===== config.mk =====
export PLATFORM = sky130hd
export DESIGN_NAME = extint_detector
export DESIGN_NICKNAME = d
export VERILOG_FILES = /design/src/rtl/extint_pkg.sv /design/src/rtl/extint_rst_sync.sv /design/src/rtl/extint_pin_sync.sv /design/src/rtl/extint_cfg_reg.sv /design/src/rtl/extint_edge_det.sv /design/src/rtl/extint_detector.sv
export SDC_FILE = /design/constraint.sdc
export NUM_CORES = 1
export LEC_CHECK = 0
export BUFFER_PORTS_ARGS = -buffer_cell sky130_fd_sc_hd__buf_4
export CORE_AREA = 3 3 40 42
export CTS_CLUSTER_SIZE = 16
export DETAILED_ROUTE_END_ITERATION = 10
export DIE_AREA = 0 0 43 45
export PLACE_DENSITY_LB_ADDON = 0.12
export SLEW_MARGIN = 10
export SYNTH_ARGS = -nofsm -noshare
export SYNTH_HDL_FRONTEND = slang
export SYNTH_SLANG_ARGS = --single-unit

===== constraint.sdc =====
create_clock -name clk_i -period 0.8 [get_ports clk_i]
set_input_delay 0.04 -clock clk_i [delete_from_list [all_inputs] [get_ports clk_i]]
set_output_delay 0.04 -clock clk_i [all_outputs]
set_load 0.005 [all_outputs]

===== src/rtl/extint_pkg.sv =====
package extint_pkg;

  localparam int unsigned CFG_W = 4;

  // Bit positions matter: software writes the register as a nibble.
  localparam int unsigned BIT_TEN   = 0;
  localparam int unsigned BIT_BOTH  = 1;
  localparam int unsigned BIT_POL   = 2;
  localparam int unsigned BIT_SPARE = 3;

  typedef struct packed {
    logic spare;   // bit 3
    logic pol;     // bit 2: 1 = high/rising, 0 = low/falling
    logic both;    // bit 1: 1 = every edge
    logic tmr_en;  // bit 0: pin gates timer
  } cfg_t;

  localparam cfg_t CFG_RESET = '0;

endpackage


===== src/rtl/extint_rst_sync.sv =====
module extint_rst_sync #(
  parameter int unsigned STAGES = 2
) (
  input  logic clk_i,
  input  logic rst_ni,
  output logic rst_no
);

  logic [STAGES-1:0] chain_q;
  logic [STAGES-1:0] chain_d;

  always_comb begin
    chain_d = {chain_q[STAGES-2:0], 1'b1};
  end

  always_ff @(posedge clk_i or negedge rst_ni) begin
    if (!rst_ni) begin
      chain_q <= '0;
    end else begin
      chain_q <= chain_d;
    end
  end

  assign rst_no = chain_q[STAGES-1];

endmodule


===== src/rtl/extint_pin_sync.sv =====
module extint_pin_sync #(
  parameter int unsigned STAGES = 2
) (
  input  logic clk_i,
  input  logic rst_ni,
  input  logic async_i,
  output logic sync_o
);

  logic [STAGES-1:0] stage_q;
  logic [STAGES-1:0] stage_d;

  generate
    if (STAGES == 1) begin : g_single
      always_comb stage_d = async_i;
    end else begin : g_chain
      always_comb stage_d = {stage_q[STAGES-2:0], async_i};
    end
  endgenerate

  always_ff @(posedge clk_i or negedge rst_ni) begin
    if (!rst_ni) begin
      stage_q <= '0;
    end else begin
      stage_q <= stage_d;
    end
  end

  assign sync_o = stage_q[STAGES-1];

endmodule


===== src/rtl/extint_cfg_reg.sv =====
module extint_cfg_reg
  import extint_pkg::*;
(
  input  logic             clk_i,
  input  logic             rst_ni,
  input  logic             we_i,
  input  logic [CFG_W-1:0] wdata_i,
  output cfg_t             cfg_o
);

  cfg_t cfg_q;
  cfg_t cfg_d;

  always_comb begin
    cfg_d = cfg_q;
    if (we_i) begin
      cfg_d = cfg_t'(wdata_i);
    end
  end

  always_ff @(posedge clk_i or negedge rst_ni) begin
    if (!rst_ni) begin
      cfg_q <= CFG_RESET;
    end else if (we_i) begin
      cfg_q <= cfg_d;
    end
  end

  assign cfg_o = cfg_q;

  AST_CFG_HOLD: assert property (@(posedge clk_i) disable iff (!rst_ni)
    !we_i |=> $stable(cfg_q)) else $error("cfg changed without write");
  AST_CFG_LOAD: assert property (@(posedge clk_i) disable iff (!rst_ni)
    we_i |=> (cfg_q == cfg_t'($past(wdata_i)))) else $error("cfg write lost");

endmodule


===== src/rtl/extint_edge_det.sv =====
module extint_edge_det (
  input  logic clk_i,
  input  logic rst_ni,
  input  logic pin_s_i,
  input  logic pol_i,
  input  logic both_i,
  input  logic clr_i,
  output logic act_o,
  output logic req_o
);

  logic act;
  logic act_prev_q;
  logic hit;
  logic req_q;
  logic req_d;

  // Active level normalised to 1 whatever the polarity; a polarity change
  // therefore looks like an edge, which is the intended side effect.
  always_comb begin
    act = (pin_s_i == pol_i);
    if (both_i) begin
      hit = act ^ act_prev_q;
    end else begin
      hit = act & ~act_prev_q;
    end
  end

  always_comb begin
    req_d = req_q;
    if (clr_i) begin
      req_d = 1'b0;
    end
    if (hit) begin
      req_d = 1'b1;
    end
  end

  // The previous sample resets to 1: with pin low and polarity 0 at reset,
  // no request appears when reset is released.
  always_ff @(posedge clk_i or negedge rst_ni) begin
    if (!rst_ni) begin
      act_prev_q <= 1'b1;
      req_q      <= 1'b0;
    end else begin
      act_prev_q <= act;
      req_q      <= req_d;
    end
  end

  assign act_o = act;
  assign req_o = req_q;

  AST_SET_WINS: assert property (@(posedge clk_i) disable iff (!rst_ni)
    hit |=> req_q) else $error("edge did not set flag");
  AST_FLAG_HOLD: assert property (@(posedge clk_i) disable iff (!rst_ni)
    (req_q && !clr_i) |=> req_q) else $error("flag dropped without clear");
  AST_CLR_TAKES: assert property (@(posedge clk_i) disable iff (!rst_ni)
    (clr_i && !hit) |=> !req_q) else $error("clear ignored");
  AST_NO_SPURIOUS: assert property (@(posedge clk_i) disable iff (!rst_ni)
    (!req_q && !hit) |=> !req_q) else $error("flag set without edge");
  AST_SINGLE_DIR: assert property (@(posedge clk_i) disable iff (!rst_ni)
    (!both_i && hit) |-> act) else $error("single mode hit off level");

endmodule


===== src/rtl/extint_detector.sv =====
module extint_detector
  import extint_pkg::*;
#(
  parameter int unsigned SYNC_STAGES = 2,
  parameter int unsigned RST_STAGES  = 2
) (
  input  logic             clk_i,
  input  logic             rst_ni,
  input  logic             pin_i,
  input  logic             cfg_we_i,
  input  logic [CFG_W-1:0] cfg_wdata_i,
  output logic [CFG_W-1:0] cfg_rdata_o,
  input  logic             req_clr_i,
  output logic             req_flag_o,
  output logic             skip_o,
  output logic             wake_match_o,
  output logic             tmr_gate_o
);

  logic rst_n_s;
  logic pin_s;
  logic act;
  cfg_t cfg;

  extint_rst_sync #(.STAGES(RST_STAGES)) u_rst (
    .clk_i  (clk_i),
    .rst_ni (rst_ni),
    .rst_no (rst_n_s)
  );

  extint_pin_sync #(.STAGES(SYNC_STAGES)) u_sync (
    .clk_i   (clk_i),
    .rst_ni  (rst_n_s),
    .async_i (pin_i),
    .sync_o  (pin_s)
  );

  extint_cfg_reg u_cfg (
    .clk_i   (clk_i),
    .rst_ni  (rst_n_s),
    .we_i    (cfg_we_i),
    .wdata_i (cfg_wdata_i),
    .cfg_o   (cfg)
  );

  extint_edge_det u_det (
    .clk_i   (clk_i),
    .rst_ni  (rst_n_s),
    .pin_s_i (pin_s),
    .pol_i   (cfg.pol),
    .both_i  (cfg.both),
    .clr_i   (req_clr_i),
    .act_o   (act),
    .req_o   (req_flag_o)
  );

  always_comb begin
    cfg_rdata_o  = cfg;
    skip_o       = act;
    wake_match_o = (pin_i == cfg.pol);
    tmr_gate_o   = cfg.tmr_en & pin_s;
  end

endmodule


==> impl_summary.md <==
Cells and area
The antenna diode count is 0. The net total in the final layout is 64. The post-route netlist has 60.38% of its cells at a drive strength greater than 1.

Once layout is complete, the cells apart from fillers number 68. Summing all non-filler instances in the final layout gives an area of 666.9 µm². For this run, the share of the core covered by cells in the final layout is between 50% and 60%. The most frequent standard cell in the layout excluding fill and tap cells is sky130_fd_sc_hd__buf_4.

In the layout the commonest cells are 14 x sky130_fd_sc_hd__buf_4, 9 x sky130_fd_sc_hd__dfrtp_1, 5 x sky130_fd_sc_hd__dlygate4sd3_1, 5 x sky130_fd_sc_hd__buf_6. The area growth from synthesis to layout is 77.67%.

Setup path
STA puts the critical path data required time at 0.99 ns. STA classifies the critical path startpoint as a flop. Along the worst path, the maximum fanout reaches 2.

The critical path in this run is classified as flop to flop. The data arrival time of the worst path is 1.32 ns. The worst setup path is captured at a flop.

Placement
The HPWL after detailed placement is approximately 530 µm. Once placement finished, the instance area stood at 521.8 µm². The global placer's final weighted congestion is approximately 0.66. The cell total after placement is 57. The quantity of I/O buffers inserted on ports is 16.

Logic synthesis
The average size of a mapped cell is 14.44 µm². The gate count after technology mapping is 26. Of the synthesized area, sequential elements account for 67.00%. The dominant combinational cell family by area after synthesis is multiplexers.

During synthesis, Yosys emitted a total of 0 warnings. The share of the synthesized area in the top cell type is 60.00%. In the post-synthesis netlist, the biggest area contributors are sky130_fd_sc_hd__dfrtp_1 60%, sky130_fd_sc_hd__mux2_2 12%, sky130_fd_sc_hd__dfstp_2 7.0%. Summing the areas of all and, or, nand and nor instances in the mapped netlist gives 4.333% of the synthesized area.

The cell area that synthesis handed to floorplanning was 375.4 µm². The synthesized-area fraction occupied by ao, oa, aoi and oai cells is under 10%. The xor/xnor cell area share of the yosys netlist is 4.667%. After Yosys synthesis, full adders, half adders and majority gates account for 3.333% of the synthesized area. The mux cell area share after synthesis is 12.00%. The number of library cell types mapped by synthesis is 11. The number of nets in the synthesized netlist is 36. Counting flops and latches in the post-synthesis netlist gives 10.

The library cell occupying the most area in the post-synthesis netlist is sky130_fd_sc_hd__dfrtp_1.

Pwr
The power after layout is 1.368 mW. IR analysis of the VDD net gives a maximum drop of 1306 µV. The power per unit of standard cell area is 2051 nW/µm².

In this run the static leakage power is 0.3401 nW.

Floorplanning
The effective utilization at floorplan is 29.21%. In this run the vertical extent of the chip is approximately 45 µm. The core area is 1285 µm². The boundary pin count is 17.

The floorplan die area is 1935 µm². The die extent in x is approximately 43 µm. The number of rows created at floorplan is 13.

Timing
The routed design could run at a clock period as short as 1.134 ns. The post-route worst setup slack is -0.3343 ns. The highest clock frequency the design can meet is 0.8816 GHz. The hold violation count in the final report is 0. The clock skew is ~0.00025 ns.

Setup repair after global routing could not meet its margin everywhere. The final cycle utilization of the critical path is 141.8%. The number of failing setup endpoints in the final timing report is 13.

The sum of negative setup slack is -1.647 ns. The number of max-slew violations in the final report is 0.

Global routing
The pin count of the biggest net entering global routing is 9. After global routing, the most crowded layer is met2. The met1 usage is 10.08%.

The total congestion overflow after global routing is 0. The total routing usage reported by global routing is 8.369%. The via count of the first global-routing pass is 277.

The met2 usage is between 10% and 20%. The number of antenna violations at the first check in global routing is 0. The met3 track utilization from global routing is 6.375%. The first global-routing pass estimated 1145 µm of wire.

Hold path
The tightest min-delay check is of the input port to flop type.

CTS
Buffers inserted during clock tree synthesis total 3. Clock-pin slew was measured on the worst setup and hold paths at 0.06 ns. For this design, the sink count on the clock tree is 10. TritonCTS built the clock tree. The clock latency on the worst-skew pair is 0.26 ns.

CTS built an H-tree with a depth of 1. The deepest clock path buffer count is 2. The buffer cell driving the clock tree root is sky130_fd_sc_hd__clkbuf_4.

Routing
In this run, the number of DRC markers left after iteration 0 of detailed routing was 12. The post-detailed-route wirelength per cell is 10.50 µm. The number of nets still failing antenna checks after routing is 0. The pre-antenna-repair detailed-routing pass consisted of 2 iterations. For this run, design rule violations remaining after detail routing come to 0. The number of vias after detailed routing is 272. Summed over all layers, the routed wires come to 714 µm. After detailed routing, the number of vias per cell comes to 4.000.

Outcome
The run finished, with violations left. The final reports fail on negative setup slack.

Flow run
The tool flagged a number of max-cap violations equal to 0.
-- cells in the mapped netlist, drive strengths merged --
cell	instances
inv	2
buf	2
mux2	4
nor2	1
and2	2
o22ai	1
ha	1
conb	1
dfstp	1
xnor2	2
dfrtp	9
-- through the flow --
stage | hold slack [ns] | worst slack (ns)
floorplan | -0.2556 | -0.3707
global placement | -0.1775 | -0.3090
detailed placement | -0.1762 | -0.3348
CTS | 0.0008545 | -0.3513
global route | 0.009525 | -0.3970
finish | 0.01530 | -0.3343
-- power breakdown --
part           internal (mW)  total, mW  switching [mW]
Clock                  0.276      0.447           0.171
Sequential             0.562      0.601          0.0392
Combinational          0.226      0.320          0.0940
Total                   1.06       1.37           0.304
-- logic make-up (layout without fill, tap and decap cells) --
group,Yosys count,count (layout)
flip-flops,10,10
multiplexers,4,4
buffers and inverters,4,31
AND/OR/NAND/NOR,3,3
XOR/XNOR,2,2
adder cells (fa/ha/maj),1,1
other,1,1
AO/OA/AOI/OAI,1,1
-- layout make-up --
cell class                      count  area (µm²)
Sequential cell                    10       251.5
Inverter                            2       7.507
Tap cell                           15       18.77
Multi-Input combinational cell     12       128.9
Fill cell                         116       618.1
Timing Repair Buffer               25       224.0
Clock buffer                        4       36.28
-- path summary, 6_finish.rpt --
path,start,endpoint,slack (ns),cells after the start
min reg2reg,u_rst.chain_q[1],u_sync.stage_q[1],0.13,0
max,u_cfg.cfg_o[2],u_det.req_o,-0.33,4
min,cfg_wdata_i[1],u_cfg.cfg_o[1],0.02,2
min in group asynchronous,rst_ni,u_rst.chain_q[0],0.09,2
max reg2reg,u_cfg.cfg_o[2],u_det.req_o,-0.33,4
max in group asynchronous,u_rst.chain_q[1],u_det.act_prev_q,0.38,0
-- worst max-delay path: stages, from the launching register on --
cell and delay [ns]:
sky130_fd_sc_hd__dfrtp_1 0.41, sky130_fd_sc_hd__xnor2_2 0.15, sky130_fd_sc_hd__ha_1 0.29, sky130_fd_sc_hd__and2_4 0.14, sky130_fd_sc_hd__o22ai_2 0.07
-- registers in the layout, summed over array words and instances (netlist names) --
name and cells:
u_cfg.cfg_o 4, u_rst.chain_q 2, u_sync.stage_q 2, u_det.act_prev_q 1
u_det.req_o 1
-- layer usage --
| layer | up-vias | wire (µm) |
|---|---|---|
| li1 | 134 | - |
| met4 | 0 | 0 |
| met5 | - | 0 |
| met1 | 122 | 279 |
| met2 | 16 | 337 |
| met3 | 0 | 97 |
-- repair_timing --
action	4_1_cts	5_1_grt
buffers inserted	0	1
hold endpoints to repair	6	1
gates resized for setup	4	6
setup endpoints to repair	10	13
hold buffers	5	1
pin swaps	2	2
Note: power is estimated with default switching activity, not from simulation.
